### config.mk
export PLATFORM = sky130hd
export DESIGN_NAME = rx_deframer
export DESIGN_NICKNAME = d
export VERILOG_FILES = /design/src/rtl/rxdf_pkg.sv /design/src/rtl/rx_hdr_decode.sv /design/src/rtl/rx_crc_acc.sv /design/src/rtl/rx_word_pack.sv /design/src/rtl/rx_deframer.sv
export SDC_FILE = /design/constraint.sdc
export NUM_CORES = 1
export LEC_CHECK = 0
export BUFFER_PORTS_ARGS = -buffer_cell sky130_fd_sc_hd__buf_2
export CAP_MARGIN = 20
export CORE_MARGIN = 2
export CORE_UTILIZATION = 62
export CTS_CLUSTER_SIZE = 30
export DETAILED_ROUTE_END_ITERATION = 10
export HOLD_SLACK_MARGIN = 0.15
export PLACE_DENSITY = 0.82
export SKIP_LAST_GASP = 1
export SLEW_MARGIN = 20
export SYNTH_ARGS = -nofsm -noshare
export SYNTH_HDL_FRONTEND = slang
export SYNTH_SLANG_ARGS = --single-unit
export TNS_END_PERCENT = 30
### constraint.sdc
create_clock -name clk -period 5.4 [get_ports clk]
set_input_delay 0 -clock clk [delete_from_list [all_inputs] [get_ports clk]]
set_output_delay 0 -clock clk [all_outputs]
set_load 0.03 [all_outputs]
### src/rtl/rxdf_pkg.sv
package rxdf_pkg;

    typedef enum logic [1:0] {
        ST_HUNT = 2'd0,
        ST_HEAD = 2'd1,
        ST_DATA = 2'd2,
        ST_CRC  = 2'd3
    } rxdf_state_e;

    localparam logic [7:0]  HDR_SALT = 8'h5A;
    localparam logic [15:0] CRC_POLY = 16'h1021;
    localparam logic [15:0] CRC_INIT = 16'hFFFF;

    function automatic logic [15:0] crc16_byte(input logic [15:0] c_in, input logic [7:0] b);
        logic [15:0] c;
        logic        fb;
        c = c_in;
        for (int i = 7; i >= 0; i--) begin
            fb = c[15] ^ b[i];
            c  = {c[14:0], 1'b0} ^ (fb ? CRC_POLY : 16'h0000);
        end
        return c;
    endfunction

endpackage

### src/rtl/rx_hdr_decode.sv
module rx_hdr_decode
    import rxdf_pkg::*;
#(
    parameter logic [7:0] SHORT_ID_LIMIT = 8'h10
) (
    input  logic [31:0] hdr,
    output logic [7:0]  id,
    output logic [15:0] count,
    output logic        check_ok,
    output logic        is_short
);
    always_comb begin
        id       = hdr[7:0];
        count    = hdr[23:8];
        check_ok = (hdr[31:24] == (hdr[7:0] ^ hdr[15:8] ^ hdr[23:16] ^ HDR_SALT));
        is_short = (hdr[7:0] < SHORT_ID_LIMIT);
    end
endmodule

### src/rtl/rx_crc_acc.sv
module rx_crc_acc
    import rxdf_pkg::*;
#(
    parameter int NUM_LANES = 2,
    localparam int CW = $clog2(NUM_LANES + 1)
) (
    input  logic                   clk,
    input  logic                   rst_n,
    input  logic                   clr,
    input  logic                   en,
    input  logic [NUM_LANES*8-1:0] data,
    input  logic [CW-1:0]          nbytes,
    output logic [15:0]            crc
);
    logic [15:0] crc_q, crc_step;

    always_comb begin
        crc_step = crc_q;
        for (int i = 0; i < NUM_LANES; i++) begin
            if (i < int'(nbytes)) crc_step = crc16_byte(crc_step, data[i*8 +: 8]);
        end
    end

    always_ff @(posedge clk or negedge rst_n) begin
        if (!rst_n)   crc_q <= CRC_INIT;
        else if (clr) crc_q <= CRC_INIT;
        else if (en)  crc_q <= crc_step;
    end

    assign crc = crc_q;
endmodule

### src/rtl/rx_word_pack.sv
module rx_word_pack #(
    parameter int NUM_LANES = 2,
    parameter int APP_WIDTH = 32,
    localparam int LB = NUM_LANES * 8,
    localparam int AB = APP_WIDTH / 8,
    localparam int PW = $clog2(AB) + 1
) (
    input  logic                 clk,
    input  logic                 rst_n,
    input  logic                 clr,
    input  logic                 en,
    input  logic                 last,
    input  logic [LB-1:0]        data,
    output logic [APP_WIDTH-1:0] word,
    output logic                 flush
);
    localparam logic [PW-1:0] STEP = PW'(NUM_LANES);
    localparam logic [PW-1:0] FULL = PW'(AB);

    logic [PW-1:0]        pos_q;
    logic [APP_WIDTH-1:0] buf_q;

    always_comb begin
        word = buf_q;
        word[int'(pos_q)*8 +: LB] = data;
        flush = en && (last || (pos_q + STEP >= FULL));
    end

    always_ff @(posedge clk or negedge rst_n) begin
        if (!rst_n) begin
            pos_q <= '0;
            buf_q <= '0;
        end else if (clr || flush) begin
            pos_q <= '0;
            buf_q <= '0;
        end else if (en) begin
            pos_q <= pos_q + STEP;
            buf_q <= word;
        end
    end
endmodule

### src/rtl/rx_deframer.sv
module rx_deframer
    import rxdf_pkg::*;
#(
    parameter int         NUM_LANES      = 2,
    parameter int         APP_WIDTH      = 32,
    parameter logic [7:0] SHORT_ID_LIMIT = 8'h10
) (
    input  logic                   clk,
    input  logic                   rst_n,
    input  logic                   in_valid,
    input  logic [NUM_LANES*8-1:0] in_data,
    output logic                   rx_sop,
    output logic                   rx_valid,
    output logic [7:0]             rx_data_id,
    output logic [15:0]            rx_word_count,
    output logic [APP_WIDTH-1:0]   rx_data,
    output logic                   rx_crc_bad
);
    localparam int          LB      = NUM_LANES * 8;
    localparam int          HB      = 4 / NUM_LANES;
    localparam int          CB      = (2 + NUM_LANES - 1) / NUM_LANES;
    localparam int          CW      = $clog2(NUM_LANES + 1);
    localparam logic [1:0]  HB_LAST = 2'(HB - 1);
    localparam logic [1:0]  CB_LAST = 2'(CB - 1);
    localparam logic [15:0] NL16    = 16'(NUM_LANES);

    rxdf_state_e state_q, state_d, dec_next;
    logic [1:0]  beat_q;
    logic [31:0] hdr_q, hdr_cand, in_ext;
    logic [15:0] rem_q, crcr_q, crc_cand, crc_calc;
    logic        first_q;

    logic [7:0]  d_id;
    logic [15:0] d_count;
    logic        d_ok, d_short;
    logic        start_hdr, hdr_done, data_beat, last_beat, crc_beat, crc_last;
    logic [CW-1:0]        take_n;
    logic [APP_WIDTH-1:0] pack_word;
    logic                 pack_flush;

    always_comb begin
        in_ext           = '0;
        in_ext[LB-1:0]   = in_data;
        hdr_cand  = ((state_q == ST_HUNT) ? 32'h0 : hdr_q) | (in_ext << (LB * int'(beat_q)));
        crc_cand  = crcr_q | 16'(in_ext << (LB * int'(beat_q)));
        start_hdr = in_valid && (state_q == ST_HUNT) && (in_data[7:0] != 8'h00);
        hdr_done  = (start_hdr && (HB == 1)) ||
                    (in_valid && (state_q == ST_HEAD) && (beat_q == HB_LAST));
        data_beat = in_valid && (state_q == ST_DATA);
        last_beat = (rem_q <= NL16);
        take_n    = last_beat ? CW'(rem_q) : CW'(NUM_LANES);
        crc_beat  = in_valid && (state_q == ST_CRC);
        crc_last  = (beat_q == CB_LAST);
    end

    rx_hdr_decode #(.SHORT_ID_LIMIT(SHORT_ID_LIMIT)) u_hdr (
        .hdr(hdr_cand), .id(d_id), .count(d_count), .check_ok(d_ok), .is_short(d_short)
    );

    rx_crc_acc #(.NUM_LANES(NUM_LANES)) u_crc (
        .clk(clk), .rst_n(rst_n), .clr(hdr_done), .en(data_beat),
        .data(in_data), .nbytes(take_n), .crc(crc_calc)
    );

    rx_word_pack #(.NUM_LANES(NUM_LANES), .APP_WIDTH(APP_WIDTH)) u_pack (
        .clk(clk), .rst_n(rst_n), .clr(hdr_done), .en(data_beat), .last(last_beat),
        .data(in_data), .word(pack_word), .flush(pack_flush)
    );

    // header decision: drop, finish short, or enter payload / checksum
    always_comb begin
        if (!d_ok || d_short)     dec_next = ST_HUNT;
        else if (d_count == 16'd0) dec_next = ST_CRC;
        else                       dec_next = ST_DATA;
    end

    always_comb begin
        state_d = state_q;
        unique case (state_q)
            ST_HUNT: if (start_hdr) state_d = (HB == 1) ? dec_next : ST_HEAD;
            ST_HEAD: if (hdr_done)  state_d = dec_next;
            ST_DATA: if (data_beat && last_beat) state_d = ST_CRC;
            ST_CRC:  if (crc_beat && crc_last)   state_d = ST_HUNT;
            default: state_d = ST_HUNT;
        endcase
    end

    // state register
    always_ff @(posedge clk or negedge rst_n) begin
        if (!rst_n) state_q <= ST_HUNT;
        else        state_q <= state_d;
    end

    // datapath registers
    always_ff @(posedge clk or negedge rst_n) begin
        if (!rst_n) begin
            beat_q  <= '0;
            hdr_q   <= '0;
            rem_q   <= '0;
            crcr_q  <= '0;
            first_q <= 1'b0;
        end else begin
            if (state_q == ST_HUNT && state_d == ST_HEAD) beat_q <= 2'd1;
            else if (state_d != state_q)                  beat_q <= '0;
            else if (in_valid && (state_q == ST_HEAD || state_q == ST_CRC)) beat_q <= beat_q + 2'd1;

            if (in_valid && (state_q == ST_HUNT || state_q == ST_HEAD)) hdr_q <= hdr_cand;
            if (hdr_done) begin
                rem_q   <= d_count;
                first_q <= d_ok && !d_short;
            end else if (data_beat) begin
                rem_q <= rem_q - 16'(take_n);
            end
            if (pack_flush) first_q <= 1'b0;

            if (state_d == ST_CRC && state_q != ST_CRC) crcr_q <= '0;
            else if (crc_beat)                          crcr_q <= crc_cand;
        end
    end

    // output register
    always_ff @(posedge clk or negedge rst_n) begin
        if (!rst_n) begin
            rx_sop        <= 1'b0;
            rx_valid      <= 1'b0;
            rx_data_id    <= '0;
            rx_word_count <= '0;
            rx_data       <= '0;
            rx_crc_bad    <= 1'b0;
        end else begin
            rx_sop     <= 1'b0;
            rx_valid   <= 1'b0;
            rx_crc_bad <= 1'b0;
            if (hdr_done && d_ok) begin
                rx_data_id    <= d_id;
                rx_word_count <= d_count;
                if (d_short || d_count == 16'd0) begin
                    rx_sop   <= 1'b1;
                    rx_valid <= 1'b1;
                    rx_data  <= '0;
                end
            end
            if (pack_flush) begin
                rx_sop   <= first_q;
                rx_valid <= 1'b1;
                rx_data  <= pack_word;
            end
            if (crc_beat && crc_last) rx_crc_bad <= (crc_cand != crc_calc);
        end
    end
endmodule

==> impl_results.md <==
- Kind of start point of the critical path: flop
- Top cell type's share of synthesized area: 41.0%
- Worst Tran Pin Value: 1.01 ns
- Endpoints failing hold: 0
- Cell accounting for the most synthesized area: sky130_fd_sc_hd__dfrtp_1
- Number of standard-cell rows in the floorplan: 46
- I/O pins: 78
- Crit path to: rx_word_count[15]
- Clk Latency, worst-skew pair: 0.44 ns
- Area Growth Syn to Fin: 12.7%
- Fin Setup TNS: 0 ns
- Worst clock skew on the final layout: 0.00863 ns
- Share of synthesized area occupied by flip-flops and latches: 45.2%
- Pleak: 5.08 nW
- Maximum clock insertion buffer count: 2
- Setup repair after global routing missed its margin: no
- Register bit total from synthesis: 178
- Final min period: 3.93 ns
- Max_cap viols: 0
- Diode insertion count for antenna repair: 0
- Die outline height: 130 um
- Proportion of synthesized flip-flops having asynchronous set or reset: 100%
- EDFF count, synth: 0
- Main synth FF type: sky130_fd_sc_hd__dfrtp_1
- Max Transition Viols Final: 0
- Total length of routed wires: 28,300 um
- Rel. slew slack: 32.2%
- Routed via count divided by cell count: 6.38
- Period Utilization, post-route: 72.7%
- Cell Pwr Density: 498 nW/um2
- Number of buffer cells added on primary ports: 77
- TritonCTS Sinks: 178
- Worst reg2reg path endpoint: rx_word_count[15]
- Maximum number of pins on one net before global-route repair: 71
- Worst Setup Path Type: flop to flop
- Main area contributors after synthesis: sky130_fd_sc_hd__dfrtp_1, sky130_fd_sc_hd__a21oi_1, sky130_fd_sc_hd__o21ai_0, sky130_fd_sc_hd__nor2b_1, sky130_fd_sc_hd__dfstp_2
- Die X-Extent: 130 um
- Post-detailed-route wirelength per cell: 20.9 um
- Post-synthesis cell type count: 73
- Detailed-placement wirelength estimate: 18,300 um
- Average instance area after synthesis: 9.19 um2
- Residual antenna-violating net count after detailed routing: 0
- Cell Count Post-Placement: 1,303
- Clock edge transition at the registers on the reported setup and hold paths: 0.07 ns
- Filler instances: 1,223
- Largest fanout of any net on the critical path: 30
- Arrival time at the worst endpoint: 4.27 ns
- Count of nets after finishing: 1,151
- Maximum clock frequency: 255 MHz
- Area inside the core boundary: 15,800 um2
- DR iter-0 viols: 978
- First-pass iteration count of the detailed router: 6
- Post-synthesis net count: 1,102
- Setup crit end kind: flop
- Worst setup path startpoint: beat_q[0]
- Routability congestion estimate: 0.937
- Clock buffers created by TritonCTS: 17
- Final setup violating endpoints: 0
- Effective utilization at floorplan: 62.8%
- FF-to-FF setup slack: 1.47 ns
- Total global routing track utilization: 34.9%
- Reg2reg path depth: 8
- Initial antenna violation count: 0
- Number of global-route vias before repair: 8,365
- Die area: 17,000 um2
- Peak ir drop on the vdd network: 0.000302 V
- Status: complete, no violations
- Non-filler instance count after layout: 1,355
- Synthesis Warnings: 0
- Root buffer selected by CTS: sky130_fd_sc_hd__clkbuf_16
- Post-synth design cell area: 9900 um2
- Global-route wire length before repair: 45,100 um
- Fraction of final layout cells with drive strength greater than 1: 14.7%
- Remaining global-route overflow: 0
- Start of the worst register-to-register path: beat_q[0]
- Required time at the worst-slack endpoint: 5.75 ns
- Vias after detailed routing: 8,643
- Number of remaining DRC errors: 0
- Clock tree from TritonCTS: yes
- Mapped Cells: 1,077
- H-tree level count: 4
- Kind of path behind the tightest hold check: flop to flop
[registers in the layout (all words and copies together) (netlist names)]
signal / cells
rx_word_count: 16
u_pack.pos_q: 2
hdr_q: 32
crcr_q: 16
rx_data: 32
rx_sop: 1
rem_q: 16
first_q: 1
rx_data_id: 8
rx_crc_bad: 1
beat_q: 2
rx_valid: 1
state_q: 2
u_crc.crc: 16
u_pack.buf_q: 32
[power breakdown]
group / internal (mW) / switching, mW / leakage, nW
Sequential: 1.62 / 0.282 / 2.35
Clock: 0.700 / 0.558 / 0.295
Combinational: 0.889 / 1.50 / 2.44
[worst max-delay path: stages (launching register included)]
cell                       delay (ns)
sky130_fd_sc_hd__dfrtp_1         0.94
sky130_fd_sc_hd__and2b_1         0.63
sky130_fd_sc_hd__a222oi_1        0.20
sky130_fd_sc_hd__nor4_1          0.33
sky130_fd_sc_hd__o22ai_1         0.13
sky130_fd_sc_hd__or4_1           0.42
sky130_fd_sc_hd__or3_1           0.67
sky130_fd_sc_hd__buf_4           0.29
sky130_fd_sc_hd__o21ai_0         0.20
[cell usage after synthesis (4+ instances only)]
cell / count
sky130_fd_sc_hd__a211oi_1: 11
sky130_fd_sc_hd__a21oi_1: 121
sky130_fd_sc_hd__a221oi_1: 5
sky130_fd_sc_hd__a222oi_1: 7
sky130_fd_sc_hd__a22oi_1: 8
sky130_fd_sc_hd__a31oi_1: 12
sky130_fd_sc_hd__a32o_1: 4
sky130_fd_sc_hd__and2_1: 12
sky130_fd_sc_hd__and3_1: 4
sky130_fd_sc_hd__buf_1: 5
sky130_fd_sc_hd__buf_2: 11
sky130_fd_sc_hd__clkbuf_1: 64
sky130_fd_sc_hd__dfrtp_1: 162
sky130_fd_sc_hd__dfstp_2: 16
sky130_fd_sc_hd__ha_1: 6
sky130_fd_sc_hd__inv_1: 12
sky130_fd_sc_hd__mux2_2: 7
sky130_fd_sc_hd__mux2i_1: 7
sky130_fd_sc_hd__nand2_1: 99
sky130_fd_sc_hd__nand2b_1: 9
sky130_fd_sc_hd__nand3_1: 8
sky130_fd_sc_hd__nand3b_1: 8
sky130_fd_sc_hd__nand4_1: 9
sky130_fd_sc_hd__nor2_1: 81
sky130_fd_sc_hd__nor2b_1: 68
sky130_fd_sc_hd__nor3_1: 11
sky130_fd_sc_hd__nor3b_1: 6
sky130_fd_sc_hd__nor4_1: 9
sky130_fd_sc_hd__o211a_1: 4
sky130_fd_sc_hd__o211ai_1: 9
sky130_fd_sc_hd__o21a_1: 4
sky130_fd_sc_hd__o21ai_0: 104
sky130_fd_sc_hd__o22ai_1: 9
sky130_fd_sc_hd__o31ai_1: 18
sky130_fd_sc_hd__or3_1: 6
sky130_fd_sc_hd__or4_1: 4
sky130_fd_sc_hd__xnor2_1: 43
sky130_fd_sc_hd__xnor3_1: 8
sky130_fd_sc_hd__xor2_1: 30
[worst min-delay path by stage]
stage                     startpoint  slack (ns)          endpoint  cells past startpoint
floorplan                      rst_n       -0.30         beat_q[0]                      0
global placement               rst_n       -0.08   u_pack.buf_q[9]                      1
detailed placement             rst_n       -0.08   u_pack.buf_q[9]                      1
CTS                  u_pack.buf_q[6]        0.48   u_pack.buf_q[6]                      2
global route        u_pack.buf_q[16]        0.50  u_pack.buf_q[16]                      2
finish               u_pack.buf_q[4]        0.47   u_pack.buf_q[4]                      2
[through the flow]
stage	area, um2	hold WS, ns	total power, mW	setup slack, ns	utilization, %
finish	11200	0.474	5.55	1.47	70.7
global route	11200	0.497	5.84	1.35	70.7
CTS	11200	0.478	5.50	1.57	70.7
detailed placement	10400	-0.0756	4.22	1.64	65.6
global placement	10400	-0.0789	4.16	1.75	65.6
floorplan	9900	-0.296	3.61	2.29	-
[placed cells by master, fill, tap and decap left out, types with 19 or more instances in the layout]
cell / instances
sky130_fd_sc_hd__nand2_1: 99
sky130_fd_sc_hd__dlygate4sd3_1: 19
sky130_fd_sc_hd__o21ai_0: 104
sky130_fd_sc_hd__a21oi_1: 121
sky130_fd_sc_hd__xnor2_1: 43
sky130_fd_sc_hd__xor2_1: 30
sky130_fd_sc_hd__buf_2: 76
sky130_fd_sc_hd__dfrtp_1: 162
sky130_fd_sc_hd__nor2_1: 79
sky130_fd_sc_hd__nor2b_1: 68
[cell type report]
class / count / area, um2 / share of cell area [%]
inverter: 12 / 45.0 / 0.404
multi-input combinational: 802 / 5040 / 45.1
clock buffer: 18 / 439 / 3.94
tap: 216 / 270 / 2.42
timing repair buffer: 115 / 737 / 6.61
sequential: 178 / 4470 / 40.1
clock inverter: 14 / 155 / 1.39
[routing by layer]
metal	part of all wire (%)	up-vias	GRT usage, %
met5	0	-	0
met2	45	513	52.7
met1	40	4142	47.6
li1	-	3892	-
met4	4.3	0	16.1
met3	10	96	9.14
[repair_timing]
item	CTS	global route
setup endpoints to repair	0	0
hold buffers	20	0
resized for setup	0	0
endpoints found under the hold margin	114	0
buffers inserted	0	0
[kinds of logic (layout without fill, tap and decap cells)]
kind of cell / after synthesis / in the layout / share of synthesized area (%)
multiplexers: 17 / 17 / 1.96
XOR/XNOR: 83 / 83 / 8.76
other: 1 / 1 / 0.0379
AO/OA/AOI/OAI: 340 / 340 / 20.6
AND/OR/NAND/NOR: 355 / 355 / 18.6
flip-flops: 178 / 178 / 45.2
adder cells (fa/ha/maj): 6 / 6 / 0.758
buffers and inverters: 97 / 159 / 4.09
No activity file was read; power rests on OpenSTA's default activity.
